===== config.mk =====
export PLATFORM = sky130hd
export DESIGN_NAME = sysreg_unit
export DESIGN_NICKNAME = d
export VERILOG_FILES = /design/src/rtl/sysreg_pkg.sv /design/src/rtl/sysreg_decode.sv /design/src/rtl/sysreg_wr_shape.sv /design/src/rtl/sysreg_unit.sv
export SDC_FILE = /design/constraint.sdc
export NUM_CORES = 2
export LEC_CHECK = 0
export ABC_AREA = 1
export CORE_MARGIN = 1.5
export CORE_UTILIZATION = 60
export DETAILED_ROUTE_END_ITERATION = 16
export DONT_BUFFER_PORTS = 1
export GPL_TIMING_DRIVEN = 0
export HOLD_SLACK_MARGIN = 0.06
export MAX_ROUTING_LAYER = met4
export PLACE_DENSITY_LB_ADDON = 0.05
export SLEW_MARGIN = 20
export SYNTH_ARGS = -nofsm -noshare
export SYNTH_HDL_FRONTEND = slang
export SYNTH_HIERARCHICAL = 1
export SYNTH_SLANG_ARGS = --single-unit

===== constraint.sdc =====
create_clock -name clk_i -period 6.85 [get_ports clk_i]
set_input_delay 1.37 -clock clk_i [delete_from_list [all_inputs] [get_ports clk_i]]
set_output_delay 1.37 -clock clk_i [all_outputs]
set_load 0.02 [all_outputs]

===== src/rtl/sysreg_pkg.sv =====
package sysreg_pkg;
  localparam int XLEN = 64;
  localparam int HLEN = 32;

  typedef enum logic [4:0] {
    ID_RND, ID_XLO0, ID_XLO1, ID_CTX, ID_FADDR, ID_CNT, ID_XHI, ID_MATCH,
    ID_STAT, ID_SMAP, ID_CAUSE, ID_ERET, ID_IDENT, ID_VBASE, ID_OPT0,
    ID_OPT1, ID_OPT3, ID_TAG, ID_DATA, ID_SCR
  } reg_id_e;

  localparam int NUM_ID = 20;

  function automatic logic [XLEN-1:0] sext_w(input logic [HLEN-1:0] v);
    return {{(XLEN-HLEN){v[HLEN-1]}}, v};
  endfunction
endpackage


===== src/rtl/sysreg_decode.sv =====
module sysreg_decode
  import sysreg_pkg::*;
(
  input  logic [4:0] reg_i,
  input  logic [2:0] sel_i,
  output reg_id_e    id_o,
  output logic       hit_o,
  output logic       wide_o,
  output logic       ro_o,
  output logic       stop_o
);
  always_comb begin
    id_o  = ID_RND;
    hit_o = 1'b1;
    unique casez ({reg_i, sel_i})
      {5'd1,  3'd0}: id_o = ID_RND;
      {5'd2,  3'd0}: id_o = ID_XLO0;
      {5'd3,  3'd0}: id_o = ID_XLO1;
      {5'd4,  3'd0}: id_o = ID_CTX;
      {5'd8,  3'd0}: id_o = ID_FADDR;
      {5'd9,  3'd0}: id_o = ID_CNT;
      {5'd10, 3'd0}: id_o = ID_XHI;
      {5'd11, 3'd0}: id_o = ID_MATCH;
      {5'd12, 3'd0}: id_o = ID_STAT;
      {5'd12, 3'd3}: id_o = ID_SMAP;
      {5'd13, 3'd0}: id_o = ID_CAUSE;
      {5'd14, 3'd0}: id_o = ID_ERET;
      {5'd15, 3'd0}: id_o = ID_IDENT;
      {5'd15, 3'd1}: id_o = ID_VBASE;
      {5'd16, 3'd0}: id_o = ID_OPT0;
      {5'd16, 3'd1}: id_o = ID_OPT1;
      {5'd16, 3'd3}: id_o = ID_OPT3;
      {5'd28, 3'b??0}: id_o = ID_TAG;   // even selects: tag
      {5'd28, 3'b??1}: id_o = ID_DATA;  // odd selects: data
      {5'd31, 3'd0}: id_o = ID_SCR;
      default: hit_o = 1'b0;
    endcase
  end

  always_comb begin
    wide_o = id_o inside {ID_XLO0, ID_XLO1, ID_CTX, ID_FADDR, ID_XHI, ID_ERET, ID_VBASE};
    ro_o   = id_o inside {ID_RND, ID_FADDR, ID_IDENT, ID_OPT1, ID_OPT3};
    stop_o = hit_o && (id_o inside {ID_CNT, ID_MATCH, ID_STAT, ID_SMAP, ID_CAUSE,
                                    ID_OPT0, ID_OPT1, ID_OPT3, ID_SCR});
  end
endmodule


===== src/rtl/sysreg_wr_shape.sv =====
module sysreg_wr_shape
  import sysreg_pkg::*;
(
  input  reg_id_e         id_i,
  input  logic            wide_i,
  input  logic [XLEN-1:0] wdata_i,
  input  logic [XLEN-1:0] old_i,
  output logic [XLEN-1:0] new_o
);
  logic [XLEN-1:0] d;

  always_comb begin
    d = wide_i ? wdata_i : sext_w(wdata_i[HLEN-1:0]);
    unique case (id_i)
      ID_XLO0, ID_XLO1: new_o = d & {{(XLEN-30){1'b0}}, {30{1'b1}}};
      ID_CTX:           new_o = {old_i[XLEN-1:23], d[22:4], 4'b0000};
      ID_XHI:           new_o = d & {{(XLEN-HLEN){1'b1}}, 32'hFFFF_E0FF};
      ID_STAT:          new_o = sext_w(d[HLEN-1:0] & 32'hFA78_FF01);
      ID_SMAP:          new_o = '0;
      ID_VBASE:         new_o = sext_w(32'h8000_0000 | (d[HLEN-1:0] & 32'h3FFF_F000));
      ID_TAG:           new_o = sext_w(d[HLEN-1:0] & 32'hFFFF_FCF6);
      ID_ERET:          new_o = d;
      default:          new_o = sext_w(d[HLEN-1:0]);
    endcase
  end
endmodule


===== src/rtl/sysreg_unit.sv =====
module sysreg_unit
  import sysreg_pkg::*;
#(
  parameter int          TLB_ENTRIES = 16,
  parameter logic [31:0] IDENT_VAL   = 32'h0001_8000,
  parameter logic [31:0] OPT1_VAL    = 32'h9E19_0C8F,
  parameter logic [31:0] OPT3_VAL    = 32'h0000_0000
) (
  input  logic            clk_i,
  input  logic            rst_ni,
  input  logic            valid_i,
  input  logic            write_i,
  input  logic            wide_i,
  input  logic            dst_zero_i,
  input  logic [4:0]      reg_i,
  input  logic [2:0]      sel_i,
  input  logic [63:0]     wdata_i,
  output logic [63:0]     rdata_o,
  output logic            ri_o,
  output logic            stop_o
);
  localparam logic [XLEN-1:0] RND_TOP = XLEN'(TLB_ENTRIES - 1);

  reg_id_e         id;
  logic            hit, wide_reg, ro, stop_reg, wr_en, rd_en;
  logic [XLEN-1:0] rf_q [NUM_ID];
  logic [XLEN-1:0] shaped, cur;

  sysreg_decode u_dec (
    .reg_i (reg_i), .sel_i (sel_i), .id_o (id), .hit_o (hit),
    .wide_o (wide_reg), .ro_o (ro), .stop_o (stop_reg)
  );

  sysreg_wr_shape u_shape (
    .id_i (id), .wide_i (wide_i), .wdata_i (wdata_i),
    .old_i (rf_q[id]), .new_o (shaped)
  );

  assign wr_en  = valid_i && write_i && hit && !ro;
  assign rd_en  = valid_i && !write_i && !dst_zero_i && hit;
  assign ri_o   = valid_i && !hit && (write_i || !dst_zero_i);
  assign stop_o = valid_i && write_i && stop_reg;

  always_ff @(posedge clk_i or negedge rst_ni) begin
    if (!rst_ni) begin
      for (int i = 0; i < NUM_ID; i++) rf_q[i] <= '0;
      rf_q[ID_VBASE] <= sext_w(32'h8000_0000);
    end else if (wr_en) begin
      rf_q[id] <= shaped;
    end
  end

  always_comb begin
    unique case (id)
      ID_RND:   cur = RND_TOP;
      ID_IDENT: cur = sext_w(IDENT_VAL);
      ID_OPT1:  cur = sext_w(OPT1_VAL);
      ID_OPT3:  cur = sext_w(OPT3_VAL);
      default:  cur = rf_q[id];
    endcase
    if (!rd_en)                rdata_o = '0;
    else if (wide_i && wide_reg) rdata_o = cur;
    else                       rdata_o = sext_w(cur[HLEN-1:0]);
  end


  sext_read_chk: assert property (@(posedge clk_i) disable iff (!rst_ni)
    (valid_i && !write_i && !wide_i) |-> (rdata_o[XLEN-1:HLEN] == {(XLEN-HLEN){rdata_o[HLEN-1]}}));

  xlo_mask_chk: assert property (@(posedge clk_i) disable iff (!rst_ni)
    (rf_q[ID_XLO0][XLEN-1:30] == '0) && (rf_q[ID_XLO1][XLEN-1:30] == '0));

  ctx_low_chk: assert property (@(posedge clk_i) disable iff (!rst_ni)
    rf_q[ID_CTX][3:0] == 4'b0000);

  vbase_fixed_chk: assert property (@(posedge clk_i) disable iff (!rst_ni)
    rf_q[ID_VBASE][XLEN-1:31] == '1);

  smap_zero_chk: assert property (@(posedge clk_i) disable iff (!rst_ni)
    rf_q[ID_SMAP] == '0);

  ri_quiet_chk: assert property (@(posedge clk_i) disable iff (!rst_ni)
    ri_o |-> (!wr_en && !stop_o && rdata_o == '0));

  stop_write_chk: assert property (@(posedge clk_i) disable iff (!rst_ni)
    stop_o |-> (valid_i && write_i && hit));
endmodule


==> results_dict.tcl <==
set metrics [dict create \
    dp_slack_ns -0.159 \
    p_switching_mw 4.14 \
    antenna_found_initial 11 \
    intPower_mw 12.4 \
    grt_setup_unrepaired "yes" \
    slew_headroom_pct 19.2 \
    cts_buffer_depth 3 \
    cp.buffers_inverters 5 \
    drive_gt1_share_pct 6.29 \
    p_clk_share_pct 47.4 \
    die_height_um 320 \
    worst_slack_ns -0.0125 \
    pwr-share-seq_pct 46.1 \
    num_vias 59782 \
    finalCriticalPeriod_ns 6.86 \
    finalCritPeriodShare_pct 100 \
    power.leakage_nw 33.2 \
    wl_per_cell_um 28.2 \
    rows 116 \
    crit_type "in -> out" \
    gr-total-overflow 0 \
    first_iter_violations 9377 \
    tritoncts "built" \
    regToRegSetupSlack_ns 3.80 \
    cts_made_buffers 136 \
    place_area_um2 61900 \
    ys_warn_count 6 \
    pin_count 144 \
    grt_pass1_vias 56120 \
    clock_latency_ns 0.77 \
    violations "setup timing" \
    layout.nets 7955 \
    die-area_um2 102000 \
    finalHoldViolCount 0 \
    dp_hpwl_mm 188 \
    status "finished, violations left" \
    worstSetupStartpoint "sel_i[2]" \
    start_util_pct 60.4 \
    clock-root-buffer "clkbuf_16" \
    worstMarginPinSlew_ns 1.21 \
    drc 0 \
    clock.fmax_mhz 146 \
    path_delay_family "simple AND/OR/NAND/NOR gates" \
    htreeDepth 4 \
    postLayoutCellArea_um2 66900 \
    drt-pass1-iter-count 9 \
    top_register "rf_q" \
    min_path_type "in -> async" \
    skew_ns 0.0294 \
    worstSetupEndpointType "output port" \
    largest_reg_flops 1280 \
    post_cts_buffers 0 \
    cp-start-kind "primary input" \
    clk_pin_slew_worst_paths_ns 0.07 \
    avgSynthCellArea_um2 7.79 \
    grt_pass1_wl_mm 374 \
    synth_area_um2 60200 \
    drt_wl_total_mm 262 \
    gp_congestion 1.08 \
    fp.dieW_um 320 \
    final_core_util_pct 67.1 \
    total_power_mw 16.5 \
    grt_usage_pct 52.7 \
    setup_viol 4 \
    netlist_instances 7732 \
    maxCapViolations 0 \
    area_growth_pct 11.1 \
    reg_top3 "rf_q (1280)" \
    swShare_pct 25.1 \
    final_antenna_net_count 0 \
    p_per_area_nw_per_um2 247 \
    required_ns 5.48 \
    max_stage_delay_ns 0.74 \
    drt-vias-per-instance 6.43 \
    crit_chain "inv_2 -> nand2_1 -> nor2_2 -> nand2_2 -> nand3_2 -> nor2_1 -> nand3_1 -> inv_1 -> nor4_4 -> clkinvlp_4 -> nor2_2 -> inv_1 -> clkbuf_1 -> nor2_1" \
    coreArea_um2 99700 \
    io_buffers 0 \
    drv_slew 0 \
    cts.sinks 1280 \
    synth_fp_nets 7810 \
    hold-worst-slack_ns 0.293 \
    cp.arrival_ns 5.49 \
    slowest_stage "nor4_4" \
    irDropWorstVdd_mv 0.234 \
    p_comb_share_pct 6.5 \
    path_max_fanout 12 \
    grt_max_degree 1281 \
    reg2reg_from "rf_q[312]$_DFFE_PN0P_" \
]
[worst reg2reg max path, stage by stage (launching register included)]
cell and delay, ns:
dfrtp_1 0.39, nand2_1 0.08, nand2_1 0.05, nand2_1 0.06
nand2_1 0.09, nand2_1 0.21, nand3_1 0.21, or2_2 0.33
nand4_1 0.22, nand3_1 0.12, nor2_1 0.12, nand2_1 0.13
inv_1 0.10, clkbuf_1 0.52, o21ai_0 0.26
[power by group through the flow]
stage | registers, mW | logic [mW] | clock network (mW)
detailed placement | 7.76 | 0.865 | 0
global placement | 7.76 | 0.859 | 0
CTS | 7.62 | 0.869 | 7.76
floorplan | 7.75 | 0.436 | 0
global route | 7.62 | 1.10 | 8.05
finish | 7.62 | 1.07 | 7.83
[routing by layer]
layer | vias up | global-route usage [%] | share of wire, %
li1 | 25370 | - | -
met1 | 28728 | 62.1 | 35
met2 | 4500 | 73.1 | 42
met3 | 1184 | 13.6 | 12
met4 | 0 | 50.5 | 12
met5 | - | - | 0
[path summary, 6_finish.rpt]
kind | to | cells past startpoint
max reg2reg | rf_q[248]$_DFFE_PN0P_ | 14
min reg2reg | rf_q[493]$_DFFE_PN0P_ | 2
min | rf_q[785]$_DFFE_PN0P_ | 0
max in group asynchronous | rf_q[175]$_DFFE_PN0P_ | 3
min in group clk_i | rf_q[493]$_DFFE_PN0P_ | 2
max | rdata_o[13] | 14
[cell type report]
cell class                 count  area, µm²
clock inverter                42        619
sequential                  1280      32100
clock buffer                 201       4060
multi-input combinational   5653      25000
tap                         1298       1620
buffer                       670       2760
timing repair buffer           7        193
antenna                       16       40.0
fill                        8448      32800
inverter                     129        488
[timing repair]
item / CTS / global route
setup endpoints to repair: 15 / 48
hold buffers: 0 / 0
resized for setup: 7 / 73
[placed cells by master, fill, tap and decap left out, types with 49 or more instances in the layout]
cell type,n
nand4_1,49
clkbuf_16,140
dfrtp_1,1247
clkbuf_1,517
a22oi_1,310
buf_2,106
nand3_1,200
nand2_1,3444
nor2_1,179
o21ai_0,1242
inv_1,113
[through the flow]
step                       TNS, ns  std cells
after floorplan                  0       7732
after global placement       -4.65       9030
after detailed placement     -1.14       9030
after CTS                        0       9273
after global routing      -0.00351       9292
final                      -0.0384       9296
(Power assumes the default switching activity.)
